### config.mk
export PLATFORM = sky130hd
export DESIGN_NAME = rdcfg_regpair
export DESIGN_NICKNAME = d
export VERILOG_FILES = /design/src/rtl/rdcfg_pkg.sv /design/src/rtl/rdcfg_store.sv /design/src/rtl/rdcfg_decode.sv /design/src/rtl/rdcfg_regpair.sv
export SDC_FILE = /design/constraint.sdc
export NUM_CORES = 1
export LEC_CHECK = 0
export ABC_AREA = 1
export ABC_CLOCK_PERIOD_IN_PS = 2050
export BUFFER_PORTS_ARGS = -buffer_cell sky130_fd_sc_hd__clkbuf_2
export CORE_MARGIN = 2
export CORE_UTILIZATION = 35
export CTS_BUF_LIST = sky130_fd_sc_hd__clkbuf_16
export DETAILED_ROUTE_END_ITERATION = 8
export HOLD_SLACK_MARGIN = 0.03
export PLACE_DENSITY_LB_ADDON = 0.1
export SYNTH_ARGS = -nofsm -noshare
export SYNTH_HDL_FRONTEND = slang
export SYNTH_SLANG_ARGS = --single-unit
### constraint.sdc
create_clock -name clk -period 2.05 [get_ports clk]
set_input_delay 0.41 -clock clk [delete_from_list [all_inputs] [get_ports clk]]
set_output_delay 0.41 -clock clk [all_outputs]
set_load 0.01 [all_outputs]
### src/rtl/rdcfg_pkg.sv
package rdcfg_pkg;

  localparam int CFG_W = 8;

  localparam logic [7:0] OP_SET_NV = 8'h65;
  localparam int N_VOL_OPS = 2;
  localparam logic [7:0] VOL_OPS [N_VOL_OPS] = '{8'hC0, 8'h63};

  // field positions inside the configuration byte
  localparam int PIN_SEL_BIT = 7;
  localparam int DUMMY_HI = 6;
  localparam int DUMMY_LO = 3;
  localparam int WRAP_BIT = 2;
  localparam int BURST_HI = 1;
  localparam int BURST_LO = 0;
  localparam int DUMMY_W = DUMMY_HI - DUMMY_LO + 1;
  localparam int BURST_SEL_W = BURST_HI - BURST_LO + 1;
  localparam int N_BURST = 1 << BURST_SEL_W;

  typedef enum logic [1:0] {
    ROLE_HOLD  = 2'd0,
    ROLE_RESET = 2'd1,
    ROLE_IO3   = 2'd2
  } pin_role_e;

endpackage

### src/rtl/rdcfg_store.sv
module rdcfg_store
  import rdcfg_pkg::*;
#(
  parameter logic [CFG_W-1:0] NV_INIT = 8'h00
) (
  input  logic             clk,
  input  logic             rst,
  input  logic             load_strobe,
  input  logic             op_valid,
  input  logic [7:0]       op_code,
  input  logic [CFG_W-1:0] op_data,
  input  logic             wel,
  output logic [CFG_W-1:0] nv_q,
  output logic [CFG_W-1:0] vol_q,
  output logic             wel_clr
);

  logic [N_VOL_OPS-1:0] vol_hit_vec;
  logic hit_nv, hit_vol, wr_ok;

  genvar gi;
  generate
    for (gi = 0; gi < N_VOL_OPS; gi++) begin : g_volop
      assign vol_hit_vec[gi] = (op_code == VOL_OPS[gi]);
    end
  endgenerate

  always_comb begin
    hit_nv  = op_valid && (op_code == OP_SET_NV);
    hit_vol = op_valid && (|vol_hit_vec);
    wr_ok   = wel && !load_strobe;
  end

  always_ff @(posedge clk) begin
    if (rst) begin
      nv_q    <= NV_INIT;
      vol_q   <= NV_INIT;
      wel_clr <= 1'b0;
    end else begin
      wel_clr <= wr_ok && (hit_nv || hit_vol);
      if (load_strobe) begin
        vol_q <= nv_q;
      end else if (wr_ok) begin
        if (hit_nv)  nv_q  <= op_data;
        if (hit_vol) vol_q <= op_data;
      end
    end
  end

endmodule

### src/rtl/rdcfg_decode.sv
module rdcfg_decode
  import rdcfg_pkg::*;
#(
  parameter int DEF_DUMMY  = 8,
  parameter int BURST_BASE = 8,
  parameter int BL_W       = 7
) (
  input  logic [CFG_W-1:0]   cfg,
  input  logic               quad_en,
  input  logic               qpi_mode,
  input  logic               rst_disable,
  input  logic               dedicated_rst,
  output logic [DUMMY_W-1:0] dummy,
  output logic               wrap_en,
  output logic [BL_W-1:0]    burst_len,
  output pin_role_e          role
);

  logic [BL_W-1:0] len_tab [N_BURST];

  genvar gi;
  generate
    for (gi = 0; gi < N_BURST; gi++) begin : g_len
      assign len_tab[gi] = BL_W'(BURST_BASE << gi);
    end
  endgenerate

  logic [DUMMY_W-1:0] dfield;
  logic [BURST_SEL_W-1:0] bsel;

  always_comb begin
    dfield  = cfg[DUMMY_HI:DUMMY_LO];
    bsel    = cfg[BURST_HI:BURST_LO];
    dummy   = (dfield == '0) ? DUMMY_W'(DEF_DUMMY) : dfield;
    wrap_en = cfg[WRAP_BIT];
    burst_len = wrap_en ? len_tab[bsel] : '0;

    if (quad_en || qpi_mode)
      role = ROLE_IO3;
    else if (dedicated_rst || !rst_disable)
      role = ROLE_HOLD;
    else
      role = cfg[PIN_SEL_BIT] ? ROLE_RESET : ROLE_HOLD;
  end

endmodule

### src/rtl/rdcfg_regpair.sv
module rdcfg_regpair
  import rdcfg_pkg::*;
#(
  parameter logic [7:0] NV_INIT    = 8'h00,
  parameter int         DEF_DUMMY  = 8,
  parameter int         BURST_BASE = 8,
  localparam int        BL_W       = $clog2(BURST_BASE * (1 << 2) * 2 + 1) - 1 + 1
) (
  input  logic            clk,
  input  logic            rst,
  input  logic            load_strobe,
  input  logic            op_valid,
  input  logic [7:0]      op_code,
  input  logic [7:0]      op_data,
  input  logic            wel,
  input  logic            quad_en,
  input  logic            qpi_mode,
  input  logic            rst_disable,
  input  logic            dedicated_rst,
  output logic            wel_clr,
  output logic [3:0]      dummy_cycles,
  output logic            wrap_en,
  output logic [BL_W-1:0] burst_len,
  output logic [1:0]      pin_role,
  output logic [7:0]      nv_q,
  output logic [7:0]      vol_q
);

  logic [DUMMY_W-1:0] dec_dummy;
  logic               dec_wrap;
  logic [BL_W-1:0]    dec_len;
  pin_role_e          dec_role;

  rdcfg_store #(.NV_INIT(NV_INIT)) u_store (
    .clk(clk), .rst(rst), .load_strobe(load_strobe),
    .op_valid(op_valid), .op_code(op_code), .op_data(op_data), .wel(wel),
    .nv_q(nv_q), .vol_q(vol_q), .wel_clr(wel_clr)
  );

  rdcfg_decode #(.DEF_DUMMY(DEF_DUMMY), .BURST_BASE(BURST_BASE), .BL_W(BL_W)) u_dec (
    .cfg(vol_q), .quad_en(quad_en), .qpi_mode(qpi_mode),
    .rst_disable(rst_disable), .dedicated_rst(dedicated_rst),
    .dummy(dec_dummy), .wrap_en(dec_wrap), .burst_len(dec_len), .role(dec_role)
  );

  // decoded outputs follow the working copy continuously, reset included
  always_ff @(posedge clk) begin
    dummy_cycles <= dec_dummy;
    wrap_en      <= dec_wrap;
    burst_len    <= dec_len;
    pin_role     <= dec_role;
  end

endmodule

**Word-level counts from Yosys, hierarchy flattened**

Index checks and enable logic that the tools add are counted.

- Register bits after elaboration: 31
- Input port bits: 25
- Output and inout port bits: 31
- Logic and storage cells: 38

- $lt $le $gt $ge: 1
- Eq/ne operators: 3
- Muxes and demuxes: 8
- Bitwise gates (word level): 2
- Reductions and logical operators: 16

Operators by type and width:

| operator | count |
|---|---|
| $mux W8 | 3 |
| $eq A8 B7 Y1 const B | 2 |
| $bmux W7 S2 | 1 |
| $mux W7 | 2 |
| $eq A8 B8 Y1 const B | 1 |
| $logic_and A1 B1 Y1 | 4 |
| $logic_not A4 Y1 | 1 |
| $reduce_bool A2 Y1 | 2 |
| $reduce_or A2 Y1 | 2 |
| $ge A3 B3 Y1 const B | 1 |
| $logic_or A1 B1 Y1 | 3 |
| $not A2 Y3 | 1 |
| $reduce_and A3 Y1 | 1 |
| $logic_not A1 Y1 | 2 |
| $mux W2 | 1 |
| $reduce_and A2 Y1 | 1 |
| $mux W1 | 1 |
| $not A1 Y1 | 1 |

**Depth between registers and ports, before layout**

- Depth after elaboration: 6
- Depth in mapped cells: 10
- Mapped depth without buffers: 9

**Modules after synthesis**

Synthesis repeated with hierarchy kept, for this count alone.

- Cells, all modules: 179
- Area total of the unflattened synthesis: 1277.5 µm²

By module, submodules not included:

| module | times used | cells each | area each (µm²) | seq. area each (µm²) |
|---|---|---|---|---|
| rdcfg_store | 1 | 138 | 877.1 | 340.3 |
| rdcfg_regpair | 1 | 14 | 280.3 | 280.3 |
| rdcfg_decode | 1 | 27 | 120.1 | 0.0 |

**Worst setup path before layout**

OpenSTA, ideal clock, no wires.

- Kind: input to register
- Start: input port op_code[4]
- End: register u_store.vol_q[0]
- Setup time: 115 ps
- Arrival time: 1183 ps
- Slack: 752 ps
- Stages: 9
- Buffers on the path: 1
- Cell sequence: inv_1 -> nand2_1 -> nor2_4 -> nand2_2 -> nand2_2 -> nand3_4 -> buf_6 -> a21oi_1 -> nor2_1

- Word-level cells in the longest chain between the ends: 5
- Elaborated cells between the ends (all ways): 6
- Those cells by class: 2 x eq/ne; 4 x reduce/logical

Ends and longest elaborated chain:

| item | line | RTL |
|---|---|---|
| start, declared | rdcfg_regpair.sv:13 | `input logic [7:0] op_code,` |
| $eq A8 B8 Y1 or $eq A8 B7 Y1 (tied branches) | rdcfg_store.sv:24 | `assign vol_hit_vec[gi] = (op_code == VOL_OPS[gi]);` |
| $reduce_or A2 Y1 (*) | rdcfg_store.sv:30 | `hit_vol = op_valid && (\|vol_hit_vec);` |
| $logic_and A1 B1 Y1 (*) | rdcfg_store.sv:30 |  |
| $reduce_bool A2 Y1 (no line) (*) | -- |  |
| $reduce_and A2 Y1 (no line) (*) | -- |  |
| end signal, assigned | rdcfg_store.sv:42 | `vol_q <= nv_q;` |
| end signal, assigned | rdcfg_store.sv:45 | `if (hit_vol) vol_q <= op_data;` |
| end, declared | rdcfg_store.sv:14 | `output logic [CFG_W-1:0] vol_q,` |

Every way passes the cells marked *; elsewhere a longest branch is shown, timed or not.
A chain may end at the register's enable or synchronous reset.

**Final worst setup path**

- Start: input port load_strobe
- End: register u_store.vol_q[6]

- Word-level cells in the longest chain between the ends: 4
- Elaborated cells between the ends (all ways): 6
- Those cells by class: 1 x mux; 5 x reduce/logical

Ends and longest elaborated chain:

| item | line | RTL |
|---|---|---|
| start, declared | rdcfg_regpair.sv:11 | `input logic load_strobe,` |
| $logic_not A1 Y1 | rdcfg_store.sv:31 | `wr_ok = wel && !load_strobe;` |
| $logic_and A1 B1 Y1 | rdcfg_store.sv:31 |  |
| $reduce_bool A2 Y1 (no line) | -- |  |
| $reduce_and A2 Y1 (no line) | -- |  |

Several ways; a longest one is shown, not always the timed one.

==> out/metrics.cfg <==
[die]
rows = 21
fp.dieH_um = 63.7
die_w_um = 63.7
coreArea_um2 = 3390
io_pins = 56
dieArea_um2 = 4060
floorplan.initialDensity_pct = 36.8

[routing]
vias = 1085
wl_per_cell_um = 9.25
drc_errors = 0
dr.pass1.iters = 4
viasPerCell = 4.29
drt_iter0_markers = 27
ant_nets = 0
wirelength_mm = 2.34

[final_layout]
syn_to_final_growth_pct = 28.5
fin_nets = 233
fillers = 350
antenna_cells = 0
drive_above_1_share_pct = 32.9

[place]
hpwl_mm = 1.95
dp_slack_ns = 0.495
gp_congestion = 0.749
placement.io_buffers = 52

[clock_network]
cts_num_sinks = 28
clkLatencyLatePin_ns = 0.26
cts_max_level = 1
post_cts_resized = 0
ctsHoldBuffers = 0
clk_path_buf_depth = 2
root_buffer = clkbuf_16
cts.clk_slew.worst_paths_ns = 0.06
numCtsBuffers = 3
post_cts_buffers = 0
cts_tree = built

[yosys]
ys_ff_latch = 28
synth_ff_type = dfxtp_1
synth_top_area_share_pct = 44.9
synth_compound_area_share_pct = 15.7
synth_cells = 161
synth_top_cell_by_area = dfxtp_1
synth_cell_types = 23
synth-async-reset-ratio_pct = 0
avgSynthCellArea_um2 = 7.76
post-synth-top-count-cell = dfxtp_1
synth_mux_area_share_pct = 0
netlist_area_um2 = 1250
synth_top_family_by_area = simple AND/OR/NAND/NOR gates
synth_edf_count = 0
synth_xor_area_share_pct = 0
seq_area_frac_synth_pct = 44.9
synth_adder_area_share_pct = 0
yosys.area_share.simple_pct = 24.6
synth_area_leaders = dfxtp_1 45%, inv_1 7.8%, nand2_1 7.2%
synth_common_cells = 28 x dfxtp_1, 26 x inv_1, 24 x nand2_1, 16 x a21oi_1, 12 x nor2_1
yosys_warnings = 0

[worst_setup_path]
worstPathRequired_ns = 2.20
cp.arrival_ns = 1.42
reg2reg_to = u_store.vol_q[6]
reg2reg_from = u_store.nv_q[6]
rrSetupSlack_ns = 1.24
path_max_fanout = 26
end_kind = register
path_class = input port to register
cp-start-kind = input port
ff2ff_path_depth = 4

[min_path]
hold_class = input port to register
hp-start = dedicated_rst
whs_path_depth = 2
min_delay_worst_endpoint = pin_role[0]

[sta]
whs_ns = 0.313
post-route-period-util_pct = 62.0
hold_viol_final = 0
setup_slack_ns = 0.778
setup_violations = 0
worstMarginPinSlew_ns = 0.608
relSlewSlack_pct = 59.4
final.setup.tns_ns = 0
fmax_mhz = 786
rsz0062_at_grt = no
slew_violations = 0
final.min_clock_period_ns = 1.27
clock_skew_ns = 0.00305

[power_and_ir_drop]
ir_drop_mv = 0.530
powerDensity_nw_per_um2 = 790
total_power_mw = 1.27
power.leakage_nw = 0.799

[status]
status = finished, final reports clean

[global_route]
grt_max_degree = 27
grt.total_usage_pct = 12.6
grt_pass1_wl_mm = 4.20
overflow = 0
grt_antenna_before_repair = 0
grt_pass1_vias = 1022

[run]
maxCapViolCount = 0

[logic make-up after synthesis]
family,after synthesis
and+or+nand+nor,59
buffers and inverters,39
AOI/OAI and AO/OA,34
DFF,28
other,1
[worst max-delay path, cell delays in order]
cell	delay, ns
clkbuf_2	0.11
inv_1	0.45
buf_4	0.26
nand3_1	0.08
nand2_1	0.06
nor2_1	0.04
[cell type report]
cell class                      count  area (um2)  area share [%]
Clock inverter                      1        30.0            1.87
Multi-Input combinational cell     96         515            32.1
Timing Repair Buffer               53         268            16.7
Clock buffer                        3        75.1            4.68
Sequential cell                    28         561            34.9
Tap cell                           46        57.6            3.59
Inverter                           26        97.6            6.08
[cells in the final DEF, fill, tap and decap left out, drive strengths merged]
master / count
a21oi: 17
and3: 1
buf: 1
bufinv: 1
clkbuf: 55
conb: 3
dfxtp: 28
inv: 26
nand2: 27
nand3: 10
nand4: 1
nor2: 14
nor3: 5
o21a: 8
o21ai: 8
o31ai: 1
or2: 1
[per-stage QoR]
step                instance area, um2  util (%)  std cells
detailed placement                1500      44.2        249
CTS                               1600      47.3        253
floorplan                         1260         -        163
global route                      1600      47.3        253
finish                            1600      47.3        253
global placement                  1500      44.2        249
[per-layer routing]
metal  global-route usage (%)  wire (um)
met5                        0          0
met4                     2.45         13
met3                     3.70        183
met2                     21.1       1050
met1                     16.3       1090
[report_power, final]
group	internal [mW]	switching, mW
Combinational	0.0555	0.0774
Clock	0.388	0.168
Sequential	0.566	0.0116
[worst max path at each step]
stage	start	to	depth (start not counted)
after floorplan	op_code[4]	u_store.vol_q[0]	9
after global placement	load_strobe	u_store.vol_q[6]	6
after detailed placement	load_strobe	u_store.vol_q[6]	6
after CTS	load_strobe	u_store.vol_q[5]	6
after global routing	load_strobe	u_store.vol_q[6]	6
final	load_strobe	u_store.vol_q[6]	6
[sequential cells by signal, indices dropped and copies added, names as in the netlist]
signal           count
dummy_cycles         4
u_store.wel_clr      1
u_store.vol_q        8
pin_role             2
u_store.nv_q         8
wrap_en              1
burst_len            4
Power figures use the tool's default switching activity.
